`config.mk`:
```
export PLATFORM = sky130hd
export DESIGN_NAME = wrbuf_fwd_top
export DESIGN_NICKNAME = d
export VERILOG_FILES = /design/src/rtl/wrbuf_pkg.sv /design/src/rtl/wrbuf_ctrl.sv /design/src/rtl/wrbuf_data.sv /design/src/rtl/wrbuf_fwd_top.sv
export SDC_FILE = /design/constraint.sdc
export NUM_CORES = 1
export LEC_CHECK = 0
export BUFFER_PORTS_ARGS = -buffer_cell sky130_fd_sc_hd__buf_2
export CORE_MARGIN = 1
export CORE_UTILIZATION = 55
export CTS_CLUSTER_SIZE = 20
export DETAILED_ROUTE_END_ITERATION = 6
export PLACE_DENSITY_LB_ADDON = 0.25
export SYNTH_ARGS = -nofsm -noshare
export SYNTH_HDL_FRONTEND = slang
export SYNTH_SLANG_ARGS = --single-unit
```
`constraint.sdc`:
```
create_clock -name clk -period 7.29 [get_ports clk]
set_input_delay 0 -clock clk [delete_from_list [all_inputs] [get_ports clk]]
set_output_delay 0 -clock clk [all_outputs]
set_load 0.1 [all_outputs]
```
`src/rtl/wrbuf_pkg.sv`:
```
`timescale 1ns/1ps
package wrbuf_pkg;
  // Strobes issued by the control unit to the storage datapath each cycle
  typedef struct packed {
    logic push;  // write the offered word into the tail slot
    logic pop;   // retire the head slot
  } wbStrobes_t;
endpackage

```
`src/rtl/wrbuf_ctrl.sv`:
```
`timescale 1ns/1ps
module wrbuf_ctrl
  import wrbuf_pkg::*;
#(
  parameter int DEPTH = 4,               // power of two, at least 2
  localparam int PW = $clog2(DEPTH),
  localparam int CW = $clog2(DEPTH + 1)
) (
  input  logic          clk,
  input  logic          rstN,
  input  logic          wrValid,
  output logic          wrReady,
  output logic          nxValid,
  input  logic          nxReady,
  output wbStrobes_t    strobes,
  output logic [PW-1:0] headIdx,
  output logic [PW-1:0] tailIdx,
  output logic [CW-1:0] usedCnt
);
  logic [PW-1:0] headQ, tailQ;
  logic [CW-1:0] usedQ;

  assign wrReady      = (usedQ != CW'(DEPTH));
  assign nxValid      = (usedQ != '0);
  assign strobes.push = wrValid && wrReady;
  assign strobes.pop  = nxValid && nxReady;

  always_ff @(posedge clk) begin
    if (!rstN) begin
      headQ <= '0;
      tailQ <= '0;
      usedQ <= '0;
    end else begin
      if (strobes.push) tailQ <= tailQ + PW'(1);
      if (strobes.pop)  headQ <= headQ + PW'(1);
      case ({strobes.push, strobes.pop})
        2'b10:   usedQ <= usedQ + CW'(1);
        2'b01:   usedQ <= usedQ - CW'(1);
        default: usedQ <= usedQ;
      endcase
    end
  end

  assign headIdx = headQ;
  assign tailIdx = tailQ;
  assign usedCnt = usedQ;

  // occupancy never exceeds the queue depth
  assert_count_bound_R2: assert property (@(posedge clk) disable iff (!rstN)
    usedQ <= CW'(DEPTH));

  // an offered entry stays offered until the next level takes it
  assert_hold_valid_R4: assert property (@(posedge clk) disable iff (!rstN)
    (nxValid && !nxReady) |=> nxValid);
endmodule

```
`src/rtl/wrbuf_data.sv`:
```
`timescale 1ns/1ps
module wrbuf_data
  import wrbuf_pkg::*;
#(
  parameter int DEPTH = 4,
  parameter int AW    = 32,
  parameter int DW    = 32,
  localparam int PW = $clog2(DEPTH),
  localparam int CW = $clog2(DEPTH + 1)
) (
  input  logic          clk,
  input  logic          rstN,
  input  wbStrobes_t    strobes,
  input  logic [PW-1:0] headIdx,
  input  logic [PW-1:0] tailIdx,
  input  logic [CW-1:0] usedCnt,
  input  logic [AW-1:0] wrAddr,
  input  logic [DW-1:0] wrData,
  input  logic          lkValid,
  input  logic [AW-1:0] lkAddr,
  output logic          lkHit,
  output logic [DW-1:0] lkData,
  output logic [AW-1:0] nxAddr,
  output logic [DW-1:0] nxData
);
  logic [AW-1:0] addrQ [DEPTH];
  logic [DW-1:0] dataQ [DEPTH];
  logic [DEPTH-1:0] matchVec;

  always_ff @(posedge clk) begin
    if (strobes.push) begin
      addrQ[tailIdx] <= wrAddr;
      dataQ[tailIdx] <= wrData;
    end
  end

  assign nxAddr = addrQ[headIdx];
  assign nxData = dataQ[headIdx];

  // one comparator per slot; a slot is live when its age is below the occupancy
  for (genvar s = 0; s < DEPTH; s++) begin : gSlot
    logic [PW-1:0] slotAge;
    assign slotAge     = PW'(s) - headIdx;
    assign matchVec[s] = ({1'b0, slotAge} < {1'b0, usedCnt[CW-1:0]}) &&
                         (addrQ[s] == lkAddr);
  end

  // walk oldest to youngest, so the last match (youngest) wins
  always_comb begin
    lkHit  = 1'b0;
    lkData = '0;
    if (lkValid) begin
      for (int age = 0; age < DEPTH; age++) begin
        if (matchVec[headIdx + PW'(age)]) begin
          lkHit  = 1'b1;
          lkData = dataQ[headIdx + PW'(age)];
        end
      end
    end
  end

  // no hit without a request
  assert_hit_needs_req_R8: assert property (@(posedge clk) disable iff (!rstN)
    lkHit |-> lkValid);

  // an empty queue never forwards
  assert_empty_no_hit_R6: assert property (@(posedge clk) disable iff (!rstN)
    (usedCnt == '0) |-> !lkHit);
endmodule

```
`src/rtl/wrbuf_fwd_top.sv`:
```
`timescale 1ns/1ps
module wrbuf_fwd_top
  import wrbuf_pkg::*;
#(
  parameter int DEPTH = 4,
  parameter int AW    = 32,
  parameter int DW    = 32
) (
  input  logic          clk,
  input  logic          rstN,
  input  logic          wrValid,
  output logic          wrReady,
  input  logic [AW-1:0] wrAddr,
  input  logic [DW-1:0] wrData,
  input  logic          lkValid,
  input  logic [AW-1:0] lkAddr,
  output logic          lkHit,
  output logic [DW-1:0] lkData,
  output logic          nxValid,
  input  logic          nxReady,
  output logic [AW-1:0] nxAddr,
  output logic [DW-1:0] nxData
);
  localparam int PW = $clog2(DEPTH);
  localparam int CW = $clog2(DEPTH + 1);

  wbStrobes_t    strobes;
  logic [PW-1:0] headIdx, tailIdx;
  logic [CW-1:0] usedCnt;

  wrbuf_ctrl #(.DEPTH(DEPTH)) uCtrl (
    .clk(clk), .rstN(rstN), .wrValid(wrValid), .wrReady(wrReady),
    .nxValid(nxValid), .nxReady(nxReady), .strobes(strobes),
    .headIdx(headIdx), .tailIdx(tailIdx), .usedCnt(usedCnt)
  );

  wrbuf_data #(.DEPTH(DEPTH), .AW(AW), .DW(DW)) uData (
    .clk(clk), .rstN(rstN), .strobes(strobes), .headIdx(headIdx),
    .tailIdx(tailIdx), .usedCnt(usedCnt), .wrAddr(wrAddr), .wrData(wrData),
    .lkValid(lkValid), .lkAddr(lkAddr), .lkHit(lkHit), .lkData(lkData),
    .nxAddr(nxAddr), .nxData(nxData)
  );

  // a stalled head word is held steady
  assert_hold_head_R4: assert property (@(posedge clk) disable iff (!rstN)
    (nxValid && !nxReady) |=> ($stable(nxAddr) && $stable(nxData)));

  // an accept without a drain leaves something to offer
  assert_accept_grows_R5: assert property (@(posedge clk) disable iff (!rstN)
    (wrValid && wrReady && !(nxValid && nxReady)) |=> nxValid);
endmodule

```
# Yosys cells after proc, flatten, opt, wreduce, memory -nomap -nowiden
# Memory sizes are Yosys's and may differ from the RTL's. A register that Yosys moved wholly into a read port is not among the register bits.
# Cells that the tools add are included.
dict set report classes {
  magnitude_cmp 8
  reduce_logical 8
  eq_ne 7
  n_mux 25
  addsub 10
}
# op n
set op_table {}
lappend op_table {{32-bit two-way mux} 5}
lappend op_table {{32-bit equality test} 4}
lappend op_table {{2-bit by 3-bit less-than comparator with 1-bit output} 4}
lappend op_table {{2-bit by 3-bit less-than comparator with 1-bit output, second input constant} 4}
lappend op_table {{1-bit two-way mux} 11}
lappend op_table {{1-bit binary-select mux with 2-bit select} 4}
lappend op_table {{2-bit two-way mux} 4}
lappend op_table {{1-bit logical AND} 6}
lappend op_table {{3-bit one-hot mux with 2 select lines} 1}
lappend op_table {{2-bit by 1-bit adder with 2-bit output, second input constant} 2}
lappend op_table {{2-bit adder, second input constant} 2}
lappend op_table {{1-bit by 2-bit subtractor with 2-bit output, first input constant} 2}
lappend op_table {{2-bit subtractor, first input constant} 2}
lappend op_table {{3-bit by 1-bit adder with 3-bit output, second input constant} 1}
lappend op_table {{3-bit inequality test, second input constant} 1}
lappend op_table {{3-bit nonzero test} 1}
lappend op_table {{3-bit by 1-bit subtractor with 3-bit output, second input constant} 1}
lappend op_table {{2-bit by 1-bit equality test with 1-bit output, second input constant} 1}
lappend op_table {{2-bit equality test, second input constant} 1}
lappend op_table {{2-bit nonzero test} 1}
dict set report word_totals {
  ram_bits 256
  register_bits 7
  output_inout_bits 99
  word_cells 63
  n_memories 2
}
# memory depth word_bits rd rd_clocked_by_memory_dff wr line_no
set memory_table {}
lappend memory_table {uData.addrQ 4 32 5 1 1 wrbuf_data.sv:26} ;# logic [AW-1:0] addrQ [DEPTH];
lappend memory_table {uData.dataQ 4 32 4 1 1 wrbuf_data.sv:27} ;# logic [DW-1:0] dataQ [DEPTH];

# Depth between registers and ports, before layout
# Gate-level depths: netlist of the first run.
dict set report logic_depth {
  ltp_word 10
  ltp_mapped 12
}

# Cells and area by module
# From an unflattened synthesis of the first run, not the netlist that was laid out.
dict set report unflattened {
  hier_cells 1132
  hier_area_um2 14945.6
}
# mod cells_per_inst area_each_um2 n_inst
set modules_own_cells {}
lappend modules_own_cells {wrbuf_data 1094 14577.7 1}
lappend modules_own_cells {wrbuf_ctrl 38 367.9 1}

# Worst setup path before layout of the first run
# OpenSTA, ideal clock, no wires.
dict set report synth_timing {
  path_kind {reg2out}
  from {register uCtrl.headQ[1] (netlist: uCtrl.headIdx[1])}
  to {output lkData[21]}
  arrival_time_ns 4.521
  setup_slack_ns 2.769
  t_required_ns 7.290
  path_stages_with_launch 12
  path_cell_list {dfxtp_1 -> clkbuf_1 -> clkinv_1 -> ha_1 -> a21oi_1 -> nor2_1 -> o211ai_1 -> nor3_1 -> a21o_1 -> nor3_1 -> a31oi_1 -> o311ai_1}
}
dict set report synth_between {
  elab_chain_len 10
  word_cells_on_any_way 29
}
# item line_no
set synth_lines {}
lappend synth_lines {{start: declaration} wrbuf_ctrl.sv:20} ;# logic [PW-1:0] headQ, tailQ;
lappend synth_lines {{start signal: assignment} wrbuf_ctrl.sv:35} ;# if (strobes.pop) headQ <= headQ + PW'(1);
lappend synth_lines {{1-bit by 2-bit subtractor with 2-bit output / 2-bit subtractor (equally long branches)} wrbuf_data.sv:43} ;# assign slotAge = PW'(s) - headIdx;
lappend synth_lines {{2-bit by 3-bit less-than comparator with 1-bit output} wrbuf_data.sv:44} ;# assign matchVec[s] = ({1'b0, slotAge} < {1'b0, usedCnt[CW-1:0]}) &&
lappend synth_lines {{1-bit logical AND} wrbuf_data.sv:44}
lappend synth_lines {{1-bit binary-select mux with 2-bit select} wrbuf_data.sv:54} ;# if (matchVec[headIdx + PW'(age)]) begin
lappend synth_lines {{1-bit two-way mux (implied by the code)} wrbuf_data.sv:54}
lappend synth_lines {{32-bit two-way mux (3 in series)} wrbuf_data.sv:54}
lappend synth_lines {{32-bit two-way mux *} wrbuf_data.sv:54}
lappend synth_lines {{32-bit two-way mux *} wrbuf_data.sv:52} ;# if (lkValid) begin
lappend synth_lines {{end: declaration} wrbuf_fwd_top.sv:18} ;# output logic [DW-1:0] lkData,
# Mark *: on every way between the ends. The rest lies on a longest branch, timed or not. The select of a mux whose other input is x is not followed.

# Worst setup path after layout of the first run
dict set report layout_timing {
  from {register uCtrl.headQ[0] (netlist: uCtrl.headIdx[0])}
  to {output lkData[31]}
}
# Same word-level chain as after synthesis.

==> out/results.md, run 1 <==
| Step | Result | Value |
|---|---|---|
| clocking | Root buffer selected by CTS | sky130_fd_sc_hd__clkbuf_16 |
| logic synthesis | Top flip-flop cell by instance count after synthesis | sky130_fd_sc_hd__edfxtp_1 |
| clocking | Post-CTS Setup Repair Bufs | 0 |
| drt | Per-cell via count in the routed design | 6.36 |
| setup path | Crit Path Class | flip-flop to output port |
| die | Rows | 59 |
| drt | Uppermost routed layer | met5 |
| logic synthesis | Number of distinct standard cells referenced by the synthesized netlist | 42 |
| power and ir drop | Largest vdd supply drop | 0.376 mV |
| setup path | Startpoint Class | flip-flop |
| final layout | Total Nets Final | 1292 |
| drt | Wire length on met1 | 14200 um |
| clocking | Maximum number of buffers from clock root to sink | 3 |
| sta | Accumulated negative setup slack | 0 ns |
| clocking | Clock latency reported for the late side of the worst-skew pair | 0.54 ns |
| grt | GRT Util Overall | 27.0% |
| sta | Clock tree skew after final layout | 0.00647 ns |
| power and ir drop | Part of the power in combinational logic | 48.2% |
| sta | Finish-stage setup viols | 0 |
| die | Starting utilization of the core area | 56.1% |
| clocking | TritonCTS sink count | 265 |
| die | Die area | 27200 sq um |
| sta | Transition time at the pin with the least slew margin | 1.11 ns |
| drt | Remaining antenna violation count | 0 |
| power and ir drop | Clock network fraction of design power | 21.3% |
| drt | Initial drt markers | 813 |
| clocking | Clock transition at path regs | 0.06 ns |
| grt | Overflow left after global routing | 0 |
| die | Overall die height | 165 um |
| power and ir drop | Fraction of power consumed by sequential logic | 30.5% |
| final layout | Share of the core filled with cells | 67.2% |
| setup path | Largest stage delay on the critical path | 0.91 ns |
| power and ir drop | Switching share of total power | 46.9% |
| sta | RSZ-0062 raised after global routing | false |
| drt | Wire length reported by the detailed router | 36400 um |
| sta | Fin Hold WS | 0.103 ns |
| logic synthesis | Synthesized area divided by synthesized cell count | 15.5 sq um |
| logic synthesis | Post-Synthesis Cells | 942 |
| place | Detailed-placement wirelength estimate | 22800 um |
| logic synthesis | Synthesized net count | 1053 |
| logic synthesis | Post-synthesis instance area | 14600 sq um |
| setup path | Slowest cell on crit path | sky130_fd_sc_hd__a21oi_4 |
| power and ir drop | Net Switching | 3.15 mW |
| place | RD Place Congestion | 0.822 |
| drt | Routed length on met3 | 2870 um |
| sta | Max Clk Rate | 0.204 GHz |
| final layout | Share of final-layout standard cells stronger than drive strength 1 | 34.0% |
| setup path | Worst path cell trace | xor2_1, inv_1, ha_1, a21oi_1, o211ai_1, nor3_1, mux2i_1, a21oi_4, a31oi_1, o221ai_1, buf_2 |
| clocking | H-tree level count | 1 |
| setup path | Maximum fanout count along the critical path | 42 |
| sta | Slew HR | 26.0% |
| grt | Vias in the first global route | 9879 |
| sta | Final Max Slew Viols | 0 |
| logic synthesis | Post-synth EDFFs | 256 |
| logic synthesis | Portion of the post-synthesis area used by sequential elements | 53.8% |
| place | Placement Setup Slack | 3.00 ns |
| die | Core Box Area | 26100 sq um |
| power and ir drop | Cell-internal power | 3.57 mW |
| grt | Maximum number of pins on one net before global-route repair | 80 |
| clocking | CTS tree | yes |
| drt | Met2 WL | 18400 um |
| sta | Final worst setup slack | 2.39 ns |
| grt | Wire length of the first global-routing pass | 54700 um |
| die | Die span in x | 165 um |
| place | # placed instances | 1420 |
| final layout | Number of non-filler instances in the completed layout | 1540 |
| final layout | Count of fill cells added during filler insertion | 1872 |
| logic synthesis | Share of flip-flops with an asynchronous set or reset after synthesis | 0% |
| sta | Endpoints failing hold | 0 |
| final layout | Synthesis-to-finish area growth | 19.7% |
| logic synthesis | Number of warning messages in the yosys log | 0 |
| grt | Number of antenna violations at the first check in global routing | 6 |
| drt | Number of vias after detailed routing | 9795 |
| sta | Final Critical Period | 4.90 ns |
| die | Top Ports | 200 |
| power and ir drop | Power density over the cells | 384 nW/um^2 |
| drt | DRT Pass-1 Iters | 5 |
| setup path | Capturing element type of the critical path | output port |
| drt | DRC | 0 |
| sta | Final worst-path cycle share | 67.2% |
| power and ir drop | Leakage dissipation | 5.93 nW |
| final layout | Total non-filler cell area in the finished layout | 17500 sq um |
| min path | Path class of the lowest-slack min-delay path | input pin to flip-flop |
| drt | Post-detailed-route wirelength per cell | 23.7 um |
| setup path | CP arrival | 4.90 ns |
| clocking | Number of buffers inserted during clock tree synthesis | 28 |
| run status | Status | finished, final reports clean |
| place | Cell area after placement | 15900 sq um |
| flow run | Total of max-cap violations | 0 |
| logic synthesis | Flop and latch count out of synthesis | 265 |
| place | Count of port buffers added during placement | 199 |
| setup path | Required time at the worst-slack endpoint | 7.29 ns |
| power and ir drop | Final total power | 6.72 mW |
[flip-flops by register name, indices dropped and copies added (netlist names), named ones only]
name and count:
uCtrl.tailIdx 2, uData.dataQ 128, uCtrl.usedCnt 3, uCtrl.headIdx 2, uData.addrQ 128
[worst max-delay path, delay by kind of cell, from the launching register on]
kind | cells | cell delay (ns)
compound gates | 5 | 1.69
xor+xnor | 1 | 0.34
fa+ha+maj | 1 | 0.27
buf+inv | 2 | 0.58
flops | 1 | 0.75
mux | 1 | 0.34
simple gates | 1 | 0.36
[per-layer routing]
layer  track usage, %  vias to the layer above
met3             5.35                       70
met1             33.6                     4971
met5                0                        -
li1                 -                     4341
met2             47.1                      409
met4             9.05                        4
[power by group through the flow]
stage / sequential, mW / clock [mW] / combinational (mW)
2_1_floorplan: 1.96 / 0 / 2.79
3_3_place_gp: 2.07 / 0 / 3.20
3_5_place_dp: 2.08 / 0 / 3.22
4_1_cts: 2.05 / 1.45 / 3.26
5_1_grt: 2.08 / 1.50 / 3.38
6_report: 2.05 / 1.43 / 3.24
[worst paths after layout]
kind / from / end / slack, ns / cells after the start
setup / recovery: uCtrl.headIdx[0] / lkData[31] / 2.39 / 11
hold / removal: nxReady / flip-flop / 0.10 / 4
setup reg to reg: uCtrl.usedCnt[1] / uCtrl.usedCnt[2] / 4.92 / 10
hold reg to reg: uCtrl.tailIdx[1] / uCtrl.tailIdx[1] / 0.55 / 2
[cells in the final DEF, fill, tap and decap left out, types with 9 or more instances in the layout]
cell type and instances:
sky130_fd_sc_hd__nand2_1 75, sky130_fd_sc_hd__o221ai_1 31, sky130_fd_sc_hd__clkbuf_16 29, sky130_fd_sc_hd__clkinv_1 10, sky130_fd_sc_hd__inv_1 9, sky130_fd_sc_hd__dlygate4sd3_1 66, sky130_fd_sc_hd__a31oi_1 31, sky130_fd_sc_hd__mux2_2 9
sky130_fd_sc_hd__xor2_1 130, sky130_fd_sc_hd__mux4_2 135, sky130_fd_sc_hd__mux2i_1 25, sky130_fd_sc_hd__o211ai_1 17, sky130_fd_sc_hd__edfxtp_1 256, sky130_fd_sc_hd__buf_2 199, sky130_fd_sc_hd__nor4_1 34, sky130_fd_sc_hd__ha_1 9
sky130_fd_sc_hd__and2_1 29
[cell usage after synthesis, types with 2 or more instances]
cell type / instances / area, sq um
sky130_fd_sc_hd__and3_1: 5 / 31.3
sky130_fd_sc_hd__a211oi_1: 9 / 67.6
sky130_fd_sc_hd__and2_1: 29 / 181
sky130_fd_sc_hd__edfxtp_1: 256 / 7690
sky130_fd_sc_hd__ha_1: 9 / 113
sky130_fd_sc_hd__nor2b_1: 5 / 31.3
sky130_fd_sc_hd__mux2_2: 9 / 101
sky130_fd_sc_hd__xor2_1: 130 / 1140
sky130_fd_sc_hd__mux4_2: 135 / 3040
sky130_fd_sc_hd__a21boi_0: 2 / 15.0
sky130_fd_sc_hd__nor4_1: 34 / 213
sky130_fd_sc_hd__a21oi_1: 7 / 35.0
sky130_fd_sc_hd__or3_1: 7 / 43.8
sky130_fd_sc_hd__nand4_1: 4 / 25.0
sky130_fd_sc_hd__inv_1: 9 / 33.8
sky130_fd_sc_hd__buf_2: 6 / 30.0
sky130_fd_sc_hd__clkbuf_1: 36 / 135
sky130_fd_sc_hd__a31oi_1: 32 / 200
sky130_fd_sc_hd__a211oi_2: 8 / 100
sky130_fd_sc_hd__nor2_1: 6 / 22.5
sky130_fd_sc_hd__nand2_1: 75 / 282
sky130_fd_sc_hd__mux2i_1: 25 / 250
sky130_fd_sc_hd__dfxtp_1: 9 / 180
sky130_fd_sc_hd__buf_1: 20 / 75.1
sky130_fd_sc_hd__nor3_1: 5 / 25.0
sky130_fd_sc_hd__nand3_1: 5 / 25.0
sky130_fd_sc_hd__o21ai_0: 2 / 10.0
sky130_fd_sc_hd__o221ai_1: 31 / 272
sky130_fd_sc_hd__xnor2_1: 3 / 26.3
sky130_fd_sc_hd__o211ai_1: 17 / 128
[layout make-up]
cell class	count	area (sq um)	area share, %
inverter	11	41.3	0.236
sequential	265	7880	45.0
tap	335	419	2.39
clock inverter	19	190	1.09
antenna	3	7.51	0.0429
clock buffer	32	737	4.21
timing repair buffer	272	1710	9.76
multi-input combinational	603	6520	37.2
[cells by family after synthesis]
logic type | after synthesis | synth area share [%]
AOI/OAI and AO/OA | 114 | 5.99
buffers and inverters | 74 | 2.00
and+or+nand+nor | 177 | 6.10
adders and majority gates | 10 | 0.907
muxes | 169 | 23.2
xor gates and xnor gates | 133 | 7.97
DFF | 265 | 53.8
[repair_timing]
action / 4_1_cts / 5_1_grt
endpoints found under the hold margin: 265 / 0
resized for setup: 0 / 0
hold buffers: 66 / 0
No activity file was read; power rests on OpenSTA's default activity.
==> run 2, diff against run 1 <==
==> constraint.sdc (replaced) <==
create_clock -name clk -period 4.8 [get_ports clk]
set_input_delay 0 -clock clk [delete_from_list [all_inputs] [get_ports clk]]
set_output_delay 0 -clock clk [all_outputs]
set_load 0.1 [all_outputs]
==> run 2 against run 1 <==
  * Critical path depth decreased by 2
  * Global-route usage increased by 0.16 points
  * Worst setup slack got worse by 2.0 ns
  * Hold slack improved by 0.016 ns
  * Clock power increased by 53%
  * Combinational power increased by 54%
  * Non-clock buffer count increased by 4
  * Clock-buffer cell count increased by 5
  * Sequential cell count unchanged
  * Final area increased by 0.22%
  * First-iteration DRC count increased by 13%
  * Power increased by 53%
==> out/results.md, run 2 (synthesized netlist as in run 1, its figures left out) <==
| Step | Result | Value | Change |
|---|---|---|---|
| drt | Initial drt markers | 921 | was 813 |
| final layout | Total non-filler cell area in the finished layout | 17500 sq um | about the same |
| sta | Final Critical Period | 4.42 ns |  |
| grt | GRT Util Overall | 27.2% | was 27.0% |
| place | # placed instances | 1424 | was 1420 |
| min path | Path class of the lowest-slack min-delay path | input pin to flip-flop | unchanged |
| sta | Finish-stage setup viols | 0 | unchanged |
| drt | Wire length reported by the detailed router | 36500 um | was 36400 um |
| final layout | Most common library cell in the layout ignoring fill and taps | sky130_fd_sc_hd__edfxtp_1 | unchanged |
| place | RD Place Congestion | 0.822 | about the same |
| power and ir drop | Fraction of power consumed by sequential logic | 29.8% | was 30.5% |
| sta | Slew HR | 20.4% | was 26.0% |
| clocking | Post-CTS Setup Repair Bufs | 0 | unchanged |
| power and ir drop | Largest vdd supply drop | 0.646 mV | was 0.376 mV |
| setup path | Crit Path Class | flip-flop to output port | unchanged |
| power and ir drop | Cell-internal power | 5.44 mW | was 3.57 mW |
| setup path | Required time at the worst-slack endpoint | 4.80 ns | was 7.29 ns |
| power and ir drop | Clock network fraction of design power | 21.4% | was 21.3% |
| drt | Post-detailed-route wirelength per cell | 23.6 um | was 23.7 um |
| power and ir drop | Part of the power in combinational logic | 48.8% | was 48.2% |
| power and ir drop | Power density over the cells | 585 nW/um^2 | was 384 nW/um^2 |
| drt | DRT Pass-1 Iters | 5 | unchanged |
| clocking | Total of cells resized after clock tree synthesis | 0 | unchanged |
| grt | Wire length of the first global-routing pass | 55100 um | was 54700 um |
| setup path | Startpoint Class | flip-flop | unchanged |
| sta | Transition time at the pin with the least slew margin | 1.19 ns | was 1.11 ns |
| grt | Number of antenna violations at the first check in global routing | 2 | was 6 |
| place | Count of port buffers added during placement | 199 | unchanged |
| clocking | Clock latency reported for the late side of the worst-skew pair | 0.54 ns | about the same |
| die | Die area | 27200 sq um | unchanged |
| power and ir drop | Final total power | 10.3 mW | was 6.72 mW |
| setup path | Maximum fanout count along the critical path | 36 | was 42 |
| grt | Vias in the first global route | 9908 | was 9879 |
| clocking | Clock transition at path regs | 0.06 ns | about the same |
| die | Rows | 59 | unchanged |
| clocking | H-tree level count | 1 | unchanged |
| sta | Final worst-path cycle share | 92.0% |  |
| die | Starting utilization of the core area | 56.1% | unchanged |
| sta | Clock tree skew after final layout | 0.0120 ns | was 0.00647 ns |
| flow run | Total of max-cap violations | 0 | unchanged |
| setup path | Reg2reg start | uCtrl.usedCnt[1] | unchanged |
| place | Detailed-placement wirelength estimate | 22900 um | was 22800 um |
| sta | RSZ-0062 raised after global routing | false | unchanged |
| sta | Endpoints failing hold | 0 | unchanged |
| setup path | Launching instance or port of the critical path | uData.addrQ[1][15] | was uCtrl.headIdx[0] |
| die | Overall die height | 165 um | unchanged |
| sta | Max Clk Rate | 0.226 GHz |  |
| power and ir drop | Leakage dissipation | 5.96 nW | was 5.93 nW |
| sta | Final Max Slew Viols | 0 | unchanged |
| clocking | Maximum number of buffers from clock root to sink | 3 | unchanged |
| final layout | Multi-input gate area in the final layout | 6520 sq um | unchanged |
| final layout | Share of final-layout standard cells stronger than drive strength 1 | 34.6% | was 34.0% |
| sta | Accumulated negative setup slack | 0 ns | unchanged |
| die | Top Ports | 200 | unchanged |
| grt | Maximum number of pins on one net before global-route repair | 73 | was 80 |
| power and ir drop | Net Switching | 4.82 mW | was 3.15 mW |
| place | Cell area after placement | 15900 sq um | about the same |
| clocking | Root buffer selected by CTS | sky130_fd_sc_hd__clkbuf_16 | unchanged |
| final layout | Total Nets Final | 1296 | was 1292 |
| final layout | Synthesis-to-finish area growth | 20.0% | was 19.7% |
| setup path | Capturing element type of the critical path | output port | unchanged |
| min path | Worst Min Path Start | nxReady | unchanged |
| final layout | Area occupied by registers | 7880 sq um | unchanged |
| die | Core Box Area | 26100 sq um | unchanged |
| final layout | Count of fill cells added during filler insertion | 1830 | was 1872 |
| run status | Status | finished, final reports clean | unchanged |
| final layout | Number of non-filler instances in the completed layout | 1544 | was 1540 |
| sta | Fin Hold WS | 0.119 ns | was 0.103 ns |
| grt | Overflow left after global routing | 0 | unchanged |
| clocking | Number of buffers inserted during clock tree synthesis | 28 | unchanged |
| power and ir drop | Switching share of total power | 47.0% | was 46.9% |
| drt | Remaining antenna violation count | 0 | unchanged |
| die | Die span in x | 165 um | unchanged |
| final layout | Most frequent cells in the layout | sky130_fd_sc_hd__edfxtp_1, sky130_fd_sc_hd__buf_2, sky130_fd_sc_hd__mux4_2, sky130_fd_sc_hd__xor2_1, sky130_fd_sc_hd__nand2_1 | unchanged |
| drt | Number of vias after detailed routing | 9729 | was 9795 |
| drt | Per-cell via count in the routed design | 6.30 | was 6.36 |
| clocking | TritonCTS sink count | 265 | unchanged |
| setup path | CP arrival | 4.42 ns | was 4.90 ns |
| clocking | CTS tree | yes | unchanged |
| drt | DRC | 0 | unchanged |
run 2: changes by cell type in the layout (fill, tap and decap cells not counted), moves of 2 or more:
cell and delta:
sky130_fd_sc_hd__clkinv_2 +3, sky130_fd_sc_hd__buf_4 +4, sky130_fd_sc_hd__clkbuf_1 +2, sky130_fd_sc_hd__clkbuf_8 +3, sky130_fd_sc_hd__clkinv_1 -6
run 2: power groups by stage:
stage	registers [mW]	logic (mW)	clock network, mW
2_1_floorplan	2.97	4.24	0
3_3_place_gp	3.10	4.95	0
3_5_place_dp	3.11	4.96	0
4_1_cts	3.06	5.03	2.21
5_1_grt	3.09	5.24	2.29
6_report	3.06	5.00	2.19
run 2: repair_timing:
item	4_1_cts	5_1_grt
endpoints found under the hold margin	265	0
hold buffers	66	0
setup endpoints to repair	0	0
run 2: worst paths after layout:
path / endpoint / slack (ns) / cells after the start
min reg2reg: uCtrl.tailIdx[1] / 0.51 / 2
max: lkData[2] / 0.38 / 9
max reg2reg: uCtrl.usedCnt[2] / 2.37 / 10
min: flip-flop / 0.12 / 4
run 2: final cells by class:
cell class,count,area share (%)
diodes,2,0.0285
clock buffers,37,4.48
clock inverters,15,0.870
inverters,11,0.235
multi-input cells,603,37.1
flip-flops and latches,265,44.9
well taps,335,2.39
repair buffers,276,9.91
run 2: metrics by stage:
step,worst slack [ns],util [%]
floorplan,0.279,-
global placement,1.05,61.2
detailed placement,0.983,61.2
CTS,0.396,67.3
global route,0.153,67.3
finish,0.385,67.3
run 2: critical path, stage by stage (launching register included):
cell,delay (ns)
sky130_fd_sc_hd__edfxtp_1,0.41
sky130_fd_sc_hd__xor2_1,0.20
sky130_fd_sc_hd__nor4_1,0.56
sky130_fd_sc_hd__nand4_1,0.27
sky130_fd_sc_hd__or3_1,0.39
sky130_fd_sc_hd__mux4_2,0.88
sky130_fd_sc_hd__a211oi_2,0.33
sky130_fd_sc_hd__a31oi_1,0.07
sky130_fd_sc_hd__o221ai_1,0.25
sky130_fd_sc_hd__buf_2,0.48
run 2: routing by layer:
metal	global-route usage (%)	share of wire, %	vias to the layer above
met5	0	0.036	-
met4	7.17	1.7	2
met3	5.45	7.7	46
met2	47.9	51	399
met1	34.2	40	4937
li1	-	-	4345
